`config.mk`:
```
export PLATFORM = sky130hd
export DESIGN_NAME = mx_bus_seq
export DESIGN_NICKNAME = d
export VERILOG_FILES = /design/src/rtl/mbus_pkg.sv /design/src/rtl/mbus_phase.sv /design/src/rtl/mbus_access.sv /design/src/rtl/mbus_pins.sv /design/src/rtl/mx_bus_seq.sv
export SDC_FILE = /design/constraint.sdc
export NUM_CORES = 1
export LEC_CHECK = 0
export BUFFER_PORTS_ARGS = -buffer_cell sky130_fd_sc_hd__buf_2
export CAP_MARGIN = 20
export CORE_MARGIN = 2
export CORE_UTILIZATION = 54
export DETAILED_ROUTE_END_ITERATION = 7
export PLACE_DENSITY_LB_ADDON = 0.15
export SLEW_MARGIN = 20
export SYNTH_ARGS = -nofsm -noshare
export SYNTH_HDL_FRONTEND = slang
export SYNTH_HIERARCHICAL = 1
export SYNTH_SLANG_ARGS = --single-unit
```
`constraint.sdc`:
```
create_clock -name clk -period 3.1 [get_ports clk]
set_clock_uncertainty 0.05 [all_clocks]
set_input_delay 0.155 -clock clk [delete_from_list [all_inputs] [get_ports clk]]
set_output_delay 0.155 -clock clk [all_outputs]
set_load 0.005 [all_outputs]
```
`src/rtl/mbus_pkg.sv`:
```
`timescale 1ns/1ps
// Package: shared timing constants and types for the external bus sequencer.
// Assumes a 12-clock machine cycle made of two equal fetch slots.
package mbus_pkg;
    localparam int CYCLE_CLKS = 12;
    localparam int SLOT_CLKS  = CYCLE_CLKS / 2;
    localparam int ALE_CLKS   = 2;
    localparam int ADDR_HOLD  = 1;
    localparam int PSEN_LAG   = 1;
    localparam int PSEN_CLKS  = 3;
    localparam int DSTB_LAG   = 3;
    localparam int DSTB_CLKS  = 6;
    localparam int POS_W      = $clog2(CYCLE_CLKS);

    typedef logic [POS_W-1:0] pos_t;

    localparam pos_t P_ALE_LAST   = pos_t'(ALE_CLKS - 1);
    localparam pos_t P_ADDR_LAST  = pos_t'(ALE_CLKS + ADDR_HOLD - 1);
    localparam pos_t P_PSEN_FIRST = pos_t'(ALE_CLKS + PSEN_LAG);
    localparam pos_t P_PSEN_LAST  = pos_t'(ALE_CLKS + PSEN_LAG + PSEN_CLKS - 1);
    localparam pos_t P_DSTB_FIRST = pos_t'(ALE_CLKS + DSTB_LAG);
    localparam pos_t P_DSTB_LAST  = pos_t'(ALE_CLKS + DSTB_LAG + DSTB_CLKS - 1);
    localparam pos_t P_FETCH_LAST = pos_t'(SLOT_CLKS - 1);
    localparam pos_t P_DATA_LAST  = pos_t'(CYCLE_CLKS - 1);

    typedef enum logic [1:0] {
        K_FETCH = 2'b00,
        K_READ  = 2'b01,
        K_WRITE = 2'b10,
        K_RSVD  = 2'b11
    } kind_e;

    typedef enum logic [1:0] {
        OP_IDLE,
        OP_FETCH,
        OP_READ,
        OP_WRITE
    } op_e;
endpackage

```
`src/rtl/mbus_phase.sv`:
```
`timescale 1ns/1ps
// Module: free-running position counter inside the machine cycle.
// Flags the last clock of each slot and of the whole cycle.
// Assumes position 0 in the first clock after reset.
module mbus_phase
    import mbus_pkg::*;
(
    input  logic clk,
    input  logic rst_n,
    output logic slot_end,
    output logic cycle_end
);
    pos_t tick;

    // Purpose: advance the position and wrap at the end of the machine cycle.
    always_ff @(posedge clk) begin
        if (!rst_n) begin
            tick <= '0;
        end else if (tick == P_DATA_LAST) begin
            tick <= '0;
        end else begin
            tick <= tick + pos_t'(1);
        end
    end

    // Purpose: decode the slot and cycle boundary flags.
    always_comb begin
        cycle_end = (tick == P_DATA_LAST);
        slot_end  = (tick == P_FETCH_LAST) || cycle_end;
    end
endmodule

```
`src/rtl/mbus_access.sv`:
```
`timescale 1ns/1ps
// Module: access state holder. Accepts requests on slot boundaries and
// keeps the running operation, its position and the latched address/data.
// Assumes accesses always start on a slot boundary, so they end on one.
module mbus_access
    import mbus_pkg::*;
#(
    parameter int ADDR_W = 16,
    parameter int DATA_W = 8
) (
    input  logic              clk,
    input  logic              rst_n,
    input  logic              slot_end,
    input  logic              cycle_end,
    input  logic              req_valid,
    input  logic [1:0]        req_kind,
    input  logic [ADDR_W-1:0] req_addr,
    input  logic [DATA_W-1:0] req_wdata,
    output logic              req_ready,
    output op_e               op_q,
    output pos_t              pos_q,
    output op_e               op_d,
    output pos_t              pos_d,
    output logic [ADDR_W-1:0] addr_d,
    output logic [DATA_W-1:0] wdata_d
);
    kind_e             kind;
    logic              data_mid;
    logic              fetch_mid;
    logic              accept;
    logic [ADDR_W-1:0] addr_q;
    logic [DATA_W-1:0] wdata_q;

    // Purpose: decide readiness from the boundary flags and the request kind.
    always_comb begin
        kind      = kind_e'(req_kind);
        data_mid  = ((op_q == OP_READ) || (op_q == OP_WRITE)) && (pos_q != P_DATA_LAST);
        fetch_mid = (op_q == OP_FETCH) && (pos_q != P_FETCH_LAST);
        req_ready = slot_end && !data_mid &&
                    ((kind == K_FETCH) ||
                     (cycle_end && ((kind == K_READ) || (kind == K_WRITE))));
        accept    = req_valid && req_ready;
    end

    // Purpose: compute the next operation, position and latched fields.
    always_comb begin
        op_d    = OP_IDLE;
        pos_d   = '0;
        addr_d  = addr_q;
        wdata_d = wdata_q;
        if (data_mid || fetch_mid) begin
            op_d  = op_q;
            pos_d = pos_q + pos_t'(1);
        end else if (accept) begin
            addr_d  = req_addr;
            wdata_d = req_wdata;
            case (kind)
                K_READ:  op_d = OP_READ;
                K_WRITE: op_d = OP_WRITE;
                default: op_d = OP_FETCH;
            endcase
        end
    end

    // Purpose: hold the access state.
    always_ff @(posedge clk) begin
        if (!rst_n) begin
            op_q    <= OP_IDLE;
            pos_q   <= '0;
            addr_q  <= '0;
            wdata_q <= '0;
        end else begin
            op_q    <= op_d;
            pos_q   <= pos_d;
            addr_q  <= addr_d;
            wdata_q <= wdata_d;
        end
    end
endmodule

```
`src/rtl/mbus_pins.sv`:
```
`timescale 1ns/1ps
// Module: registered bus pins and read-data capture.
// Pins are decoded from the next access state and registered, so each pin
// reflects the current position without combinational glitches.
// Assumes the access state of mbus_access as input.
module mbus_pins
    import mbus_pkg::*;
#(
    parameter int ADDR_W = 16,
    parameter int DATA_W = 8
) (
    input  logic                     clk,
    input  logic                     rst_n,
    input  op_e                      op_q,
    input  pos_t                     pos_q,
    input  op_e                      op_d,
    input  pos_t                     pos_d,
    input  logic [ADDR_W-1:0]        addr_d,
    input  logic [DATA_W-1:0]        wdata_d,
    input  logic [DATA_W-1:0]        p0_in,
    output logic [DATA_W-1:0]        p0_out,
    output logic                     p0_oe,
    output logic [ADDR_W-DATA_W-1:0] p2_out,
    output logic                     ale,
    output logic                     psen_n,
    output logic                     rd_n,
    output logic                     wr_n,
    output logic                     rsp_valid,
    output logic [DATA_W-1:0]        rsp_data
);
    logic busy_d, addr_ph_d, ale_d, psen_d, rd_d, wr_d, oe_d, cap;

    // Purpose: decode pin levels for the next position.
    always_comb begin
        busy_d    = (op_d != OP_IDLE);
        addr_ph_d = busy_d && (pos_d <= P_ADDR_LAST);
        ale_d     = busy_d && (pos_d <= P_ALE_LAST);
        psen_d    = (op_d == OP_FETCH) && (pos_d >= P_PSEN_FIRST) && (pos_d <= P_PSEN_LAST);
        rd_d      = (op_d == OP_READ)  && (pos_d >= P_DSTB_FIRST) && (pos_d <= P_DSTB_LAST);
        wr_d      = (op_d == OP_WRITE) && (pos_d >= P_DSTB_FIRST) && (pos_d <= P_DSTB_LAST);
        oe_d      = addr_ph_d || (op_d == OP_WRITE);
    end

    // Purpose: mark the last low clock of a read strobe for capture.
    always_comb begin
        cap = ((op_q == OP_FETCH) && (pos_q == P_PSEN_LAST)) ||
              ((op_q == OP_READ)  && (pos_q == P_DSTB_LAST));
    end

    // Purpose: register the bus pins.
    always_ff @(posedge clk) begin
        if (!rst_n) begin
            ale    <= 1'b0;
            psen_n <= 1'b1;
            rd_n   <= 1'b1;
            wr_n   <= 1'b1;
            p0_oe  <= 1'b0;
            p0_out <= '0;
            p2_out <= '0;
        end else begin
            ale    <= ale_d;
            psen_n <= !psen_d;
            rd_n   <= !rd_d;
            wr_n   <= !wr_d;
            p0_oe  <= oe_d;
            p0_out <= addr_ph_d ? addr_d[DATA_W-1:0] : wdata_d;
            p2_out <= addr_d[ADDR_W-1:DATA_W];
        end
    end

    // Purpose: capture returned data as the read strobe rises.
    always_ff @(posedge clk) begin
        if (!rst_n) begin
            rsp_valid <= 1'b0;
            rsp_data  <= '0;
        end else begin
            rsp_valid <= cap;
            if (cap) begin
                rsp_data <= p0_in;
            end
        end
    end
endmodule

```
`src/rtl/mx_bus_seq.sv`:
```
`timescale 1ns/1ps
// Module: top of the multiplexed external bus sequencer.
// Takes fetch, read and write requests and plays them out as fixed-offset
// bus cycles inside a 12-clock machine cycle.
// Assumes the shared port tristate is built outside from p0_out/p0_oe.
module mx_bus_seq
    import mbus_pkg::*;
#(
    parameter int ADDR_W = 16,
    parameter int DATA_W = 8
) (
    input  logic                     clk,
    input  logic                     rst_n,
    input  logic                     req_valid,
    input  logic [1:0]               req_kind,
    input  logic [ADDR_W-1:0]        req_addr,
    input  logic [DATA_W-1:0]        req_wdata,
    output logic                     req_ready,
    output logic                     rsp_valid,
    output logic [DATA_W-1:0]        rsp_data,
    output logic [DATA_W-1:0]        p0_out,
    output logic                     p0_oe,
    input  logic [DATA_W-1:0]        p0_in,
    output logic [ADDR_W-DATA_W-1:0] p2_out,
    output logic                     ale,
    output logic                     psen_n,
    output logic                     rd_n,
    output logic                     wr_n
);
    logic              slot_end, cycle_end;
    op_e               op_q, op_d;
    pos_t              pos_q, pos_d;
    logic [ADDR_W-1:0] addr_d;
    logic [DATA_W-1:0] wdata_d;

    mbus_phase u_phase (
        .clk       (clk),
        .rst_n     (rst_n),
        .slot_end  (slot_end),
        .cycle_end (cycle_end)
    );

    mbus_access #(.ADDR_W(ADDR_W), .DATA_W(DATA_W)) u_access (
        .clk       (clk),
        .rst_n     (rst_n),
        .slot_end  (slot_end),
        .cycle_end (cycle_end),
        .req_valid (req_valid),
        .req_kind  (req_kind),
        .req_addr  (req_addr),
        .req_wdata (req_wdata),
        .req_ready (req_ready),
        .op_q      (op_q),
        .pos_q     (pos_q),
        .op_d      (op_d),
        .pos_d     (pos_d),
        .addr_d    (addr_d),
        .wdata_d   (wdata_d)
    );

    mbus_pins #(.ADDR_W(ADDR_W), .DATA_W(DATA_W)) u_pins (
        .clk       (clk),
        .rst_n     (rst_n),
        .op_q      (op_q),
        .pos_q     (pos_q),
        .op_d      (op_d),
        .pos_d     (pos_d),
        .addr_d    (addr_d),
        .wdata_d   (wdata_d),
        .p0_in     (p0_in),
        .p0_out    (p0_out),
        .p0_oe     (p0_oe),
        .p2_out    (p2_out),
        .ale       (ale),
        .psen_n    (psen_n),
        .rd_n      (rd_n),
        .wr_n      (wr_n),
        .rsp_valid (rsp_valid),
        .rsp_data  (rsp_data)
    );
endmodule

```
=== Word level (Yosys, flattened, before mapping) ===
Cells that the tools add are included.

* Register bits: 64
* Output and inout port bits: 31
* Logic and storage cells: 76
* Input port bits: 37

* Magnitude comparators: 6
* Muxes and demuxes: 9
* Bitwise logic cells: 1
* Reductions and logical operators: 30
* Add/subtract/negate cells: 2
* Eq/ne operators: 14

{| class="wikitable"
|+ Operators by type and width
! cell !! number
|-
| 16-bit 2-to-1 mux || 2
|-
| 8-bit 2-to-1 mux || 3
|-
| 1-bit logical AND || 16
|-
| 2-bit equality test, second input constant || 5
|-
| 4-bit by 1-bit adder with 4-bit output, second input constant || 2
|-
| 4-bit by 3-bit equality test with 1-bit output, second input constant || 2
|-
| 4-bit equality test, second input constant || 2
|-
| 1-bit logical OR || 7
|-
| 2-bit by 1-bit equality test with 1-bit output, second input constant || 3
|-
| 4-bit by 2-bit greater-or-equal comparator with 1-bit output, second input constant || 1
|-
| 4-bit by 3-bit greater-or-equal comparator with 1-bit output, second input constant || 1
|-
| 4-bit by 1-bit <= comparator with 1-bit output, second input constant || 1
|-
| 4-bit by 2-bit <= comparator with 1-bit output, second input constant || 1
|-
| 4-bit by 3-bit <= comparator with 1-bit output, second input constant || 1
|-
| 4-bit <= comparator, second input constant || 1
|-
| 1-bit logical NOT || 4
|-
| 2-bit 2-to-1 mux || 2
|-
| 4-bit 2-to-1 mux || 1
|-
| 4-bit by 3-bit inequality test with 1-bit output, second input constant || 1
|-
| 4-bit inequality test, second input constant || 1
|-
| 2-bit case mux with 2 select lines || 1
|-
| 2-bit logical NOT || 1
|-
| 2-bit nonzero test || 1
|-
| 2-bit OR reduction || 1
|-
| 1-bit NOT || 1
|}

=== Logic depth before layout (Yosys ltp) ===
* Word-level depth: 13
* Depth in mapped cells: 13
* Gate-level depth less buffers: 11

=== Cells and area by module ===
The synthesis kept the hierarchy.

{| class="wikitable"
|+ Modules (own cells, without submodules)
! module !! instances !! cells each !! area each (um^2) !! sequential area each (um^2)
|-
| mbus_access || 1 || 177 || 1736.7 || 600.6
|-
| mbus_pins || 1 || 114 || 1147.4 || 600.6
|-
| mbus_phase || 1 || 21 || 195.2 || 80.1
|}

=== Least setup slack after synthesis ===
Ideal clock, no wire load.

* Path kind: reg-to-reg
* Start: reg u_phase.tick[0]
* End: reg u_pins.p0_out[0]
* Data required time: 2.980 ns
* Period minus slack after synthesis: 2.538 ns
* Setup time: 0.070 ns
* Cell stages (with the launch flop): 14
* Buffers on the path: 2
* Setup slack: 0.562 ns
* Data arrival time: 2.418 ns
* Cells stage by stage: dfxtp_1 > ha_1 > nand2_1 > nor2_1 > a31o_2 > nand2_1 > a311oi_4 > nand2_4 > buf_6 > o22ai_1 > o21ba_1 > buf_4 > nand3_1 > a21boi_1

* Longest elaborated chain between the ends: 10
* Elaborated cells between the ends (all ways): 17
* Classes of those cells: 2 x eq/ne; 7 x mux; 8 x reduce/logical

{| class="wikitable"
|+ RTL lines
! what !! RTL line !! RTL
|-
| start: declaration || mbus_phase.sv:13 || <nowiki>pos_t tick;</nowiki>
|-
| start signal: assignment || mbus_phase.sv:22 || <nowiki>tick <= tick + pos_t'(1);</nowiki>
|-
| 4-bit equality test || mbus_phase.sv:28 || <nowiki>cycle_end = (tick == P_DATA_LAST);</nowiki>
|-
| named net cycle_end || mx_bus_seq.sv:30 || <nowiki>logic slot_end, cycle_end;</nowiki>
|-
| 1-bit logical OR || mbus_phase.sv:29 || <nowiki>slot_end = (tick == P_FETCH_LAST) || cycle_end;</nowiki>
|-
| named net slot_end || mx_bus_seq.sv:30 ||
|-
| 1-bit logical AND (2 in series) || mbus_access.sv:39 || <nowiki>req_ready = slot_end && !data_mid &&</nowiki>
|-
| 1-bit logical AND || mbus_access.sv:42 || <nowiki>accept = req_valid && req_ready;</nowiki>
|-
| 2-bit 2-to-1 mux || mbus_access.sv:54 || <nowiki>end else if (accept) begin</nowiki>
|-
| 2-bit 2-to-1 mux || mbus_access.sv:51 || <nowiki>if (data_mid || fetch_mid) begin</nowiki>
|-
| named net op_d[0] || mx_bus_seq.sv:31 || <nowiki>op_e op_q, op_d;</nowiki>
|-
| 2-bit nonzero test || mbus_pins.sv:35 || <nowiki>busy_d = (op_d != OP_IDLE);</nowiki>
|-
| 1-bit logical AND || mbus_pins.sv:36 || <nowiki>addr_ph_d = busy_d && (pos_d <= P_ADDR_LAST);</nowiki>
|-
| 8-bit 2-to-1 mux || mbus_pins.sv:66 || <nowiki>p0_out <= addr_ph_d ? addr_d[DATA_W-1:0] : wdata_d;</nowiki>
|-
| end signal: assignment || mbus_pins.sv:66 ||
|-
| end: declaration || mbus_pins.sv:21 || <nowiki>output logic [DATA_W-1:0] p0_out,</nowiki>
|}

The timed path passes the listed nets, and every way through them passes these cells.
A chain may end at the register's enable or synchronous reset.

=== Worst setup path after layout ===
Same ends and word-level chain as after synthesis.

==> summary.md <==
| Metric | Value |
|---|---|
| Status | finished clean |
| Avg Synthesized Cell Area | 9.87 um^2 |
| Syn Nets | between 300 and 400 |
| Worst vdd ir | between 300 and 400 uV |
| Slew Limit Headroom | 55.8% |
| Final hold viol count | 0 |
| Critical Path RT | 3.31 ns |
| RR Startpoint | u_phase/tick[0]$_SDFF_PP0_ |
| Hold path cells | 3 |
| Clk root buf | clkbuf_8 |
| RSZ-0062 raised after global routing | no |
| Worst-path fanout max | 9 |
| Seq cells post-synth | between 60 and 70 |
| Number of remaining DRC errors | 0 |
| DR vias | approximately 2300 |
| Cell family with most CP delay | compound AO/OA/AOI/OAI gates |
| Largest net degree at the start of global routing | 40 |
| CTS HTree Levels | 3 |
| Gpl congestion | about 0.8 |
| Critical Path Slowest Stage Cell | dfxtp_1 |
| Die width | between 70 and 80 um |
| Initial antenna violation count | 0 |
| CTS Buffer Depth | 2 |
| Diode count | 0 |
| R2R depth | 11 |
| Resized Gates After CTS | 0 |
| Routed Antenna Nets | 0 |
| CP Buf/Inv Count | 0 |
| Post-synthesis sequential area ratio | a little over two fifths |
| Unique masters post-synth | 49 |
| Drt via density | between 5 and 6 |
| Critical Path Stages | 11 |
| Max Cap Viol | 0 |
| Crit-path max cell delay | roughly 0.40 ns |
| First-pass GRT wire length | slightly above 10000 um |
| Highest clock rate | roughly 360 MHz |
| Startpoint types | flop |
| PortBufs | 67 |
| Least-Margin Pin Slew | ~0.66 ns |
| Post-synth top flop | dfxtp_1 |
| Final Cycle Share | a little under 90% |
| Initial core utilization | between 50% and 60% |
| Most frequent CP cell | nand2_1 |
| Grt ovf | 0 |
| Hold Path Class | in2reg |
| Mapped Cells | between 300 and 400 |
| Post-layout min period | 2.75 ns |
| FP Rows | 27 |
| P_leak | approximately 1.7 nW |
| Post-CTS Setup Inserts | 0 |
| CP cell instances | ha_1 -> nand2_1 -> nor2_1 -> a31o_2 -> nand2_1 -> a311oi_4 -> nand2_4 -> o22ai_1 -> o21ba_1 -> nand3_1 -> a21boi_1 |
| Reg clk slew, reported paths | ~0.07 ns |
| Worst Hold Slack | ~0.012 ns |
| Hold endpoint | u_pins/rsp_data[0]$_SDFFE_PN0P_ |
| Reg2Reg Capture Point | u_pins/p0_out[0]$_SDFF_PN0_ |
| Fin. max-slew vios | 0 |
| R2R setup slack | approximately 0.35 ns |
| Worst-Skew Late Latency | approximately 0.33 ns |
| IO Pins | between 60 and 70 |
| Final wirelength | between 6000 and 7000 um |
| Crit Path Category | reg2reg |
| Asr flop ratio synth | 0% |
| HPWL after detailed placement | 4170 um |
| CTS tree | built |
| Setup violation total in the final timing report | 0 |
| Syn Std Cell Area | just over 3000 um^2 |
| TritonRoute pass-1 iters | 4 |
| Die ar. | approximately 6300 um^2 |
| Share of layout cells above drive strength 1 | between 30% and 40% |
| Num CTS Buffers | 9 |
| CTS Sinks | between 60 and 70 |
| Worst Path Arrival | between 2 and 3 ns |
| Final TNS setup | 0 ns |
| Number of global-route vias before repair | between 2000 and 2500 |
| P per Cell Area | approximately 440 nW/um^2 |
| Nets | roughly 420 |
| # fillers | approximately 480 |
| Wire per inst | roughly 13 um |
| Die height | 79.5 um |
| Hold path start | p0_in[0] |
| Post-CTS Hold Buffers | 0 |
| Worst setup EP type | flop |
| DRT iter0 DRCs | 110 |
| Warnings from Yosys | 6 |
| Core Region | between 5000 and 6000 um^2 |
| P&R area growth vs syn | 16.8% |
| Gr usage total | approximately a fifth |
| Post-synth EDFFs | 0 |
[sequential cells by signal (all words and copies together) (netlist names), 2 cells and up]
| name | flops |
|---|---|
| u_pins/rsp_data | 8 |
| u_access/op_q | 2 |
| u_access/pos_q | 4 |
| u_pins/p0_out | 8 |
| u_access/addr_q | 16 |
| u_phase/tick | 4 |
| u_pins/p2_out | 8 |
| u_access/wdata_q | 8 |
[cell families (layout without fill, tap and decap cells)]
kind of cell | Yosys count | in the layout | synth area share (%)
AO/OA/AOI/OAI | 35 | 35 | 8.66
buffers and inverters | 25 | 94 | 5.32
adder cells (fa/ha/maj) | 6 | 6 | 2.44
AND/OR/NAND/NOR | 122 | 122 | 19.4
multiplexers | 58 | 58 | 22.0
flip-flops | 64 | 64 | 41.6
XOR/XNOR | 2 | 2 | 0.569
[layer usage]
| metal | part of all wire (%) | GRT usage, % | vias to the layer above | routed length [um] |
|---|---|---|---|---|
| li1 | - | - | 1188 | - |
| met1 | 44 | 24.6 | 1094 | 2700 |
| met3 | 4.6 | 6.79 | 8 | 278 |
| met2 | 50 | 34.7 | 47 | 3040 |
| met4 | 1.0 | 7.41 | 0 | 63 |
| met5 | 0 | 0 | - | 0 |
[worst max path at each step]
stage / from / to / slack, ns
global route: u_phase/tick[0]$_SDFF_PP0_ / u_pins/p0_out[3]$_SDFF_PN0_ / 0.02
floorplan: u_phase/tick[0]$_SDFF_PP0_ / u_pins/p0_out[0]$_SDFF_PN0_ / 0.56
finish: u_phase/tick[0]$_SDFF_PP0_ / u_pins/p0_out[0]$_SDFF_PN0_ / 0.35
detailed placement: u_phase/tick[0]$_SDFF_PP0_ / u_pins/p0_out[1]$_SDFF_PN0_ / 0.39
global placement: u_phase/tick[0]$_SDFF_PP0_ / u_pins/p0_out[2]$_SDFF_PN0_ / 0.52
CTS: u_phase/tick[0]$_SDFF_PP0_ / u_pins/p0_out[0]$_SDFF_PN0_ / 0.35
[synth_stat cells, types with 2 or more instances]
library cell / n / area [um^2]
a21boi_1: 8 / 60.1
o21ai_0: 11 / 55.1
nor2_1: 10 / 37.5
clkbuf_1: 9 / 33.8
nor3b_1: 2 / 15.0
mux2_2: 6 / 67.6
buf_12: 2 / 40.0
buf_6: 4 / 45.0
nand2_1: 71 / 267
nand3_1: 9 / 45.0
nor2b_1: 6 / 37.5
mux2i_1: 34 / 340
ha_1: 6 / 75.1
buf_4: 2 / 15.0
inv_1: 7 / 26.3
and2_1: 11 / 68.8
a21oi_1: 2 / 10.0
mux2_4: 18 / 270
dfxtp_1: 64 / 1280
[layout by cell type, fill, tap and decap left out, types with 4 or more instances in the layout]
cell,instances
mux2i_1,34
nand2_1,71
nand3_1,9
dfxtp_1,64
o21ai_0,11
inv_1,7
mux2_2,6
a21boi_1,8
and2_1,11
ha_1,6
clkbuf_8,10
buf_2,67
mux2_4,18
nor2b_1,6
buf_4,4
nor2_1,10
[layout make-up]
cell class | instances | area [um^2] | share of cell area [%]
Inverter | 8 | 30.0 | 0.835
Timing Repair Buffer | 73 | 385 | 10.7
Tap cell | 72 | 90.1 | 2.51
Sequential cell | 64 | 1280 | 35.6
Clock inverter | 1 | 30.0 | 0.835
Multi-Input combinational cell | 223 | 1630 | 45.4
Clock buffer | 12 | 145 | 4.04
[metrics by stage]
stage               area (um^2)  utilization [%]  setup WS (ns)  instances  power, W
global placement           3400             61.8          0.522        438  0.000926
global route               3600             65.3         0.0168        453   0.00165
CTS                        3580             64.9          0.346        451   0.00160
detailed placement         3400             61.8          0.395        438  0.000927
finish                     3600             65.3          0.348        453   0.00158
floorplan                  3080                -          0.562        312  0.000892
[power by group]
part / switching, W / internal [W] / total (W)
clock: 0.000292 / 0.000381 / 0.000673
combinational: 0.0000418 / 0.0000372 / 0.0000789
sequential: 0.00000455 / 0.000827 / 0.000831
total: 0.000338 / 0.00124 / 0.00158
[tightest hold or removal path, cell delays in order]
cell and delay (ns):
buf_2 0.09, nand2_1 0.05, mux2i_1 0.05
(Power assumes the default switching activity.)
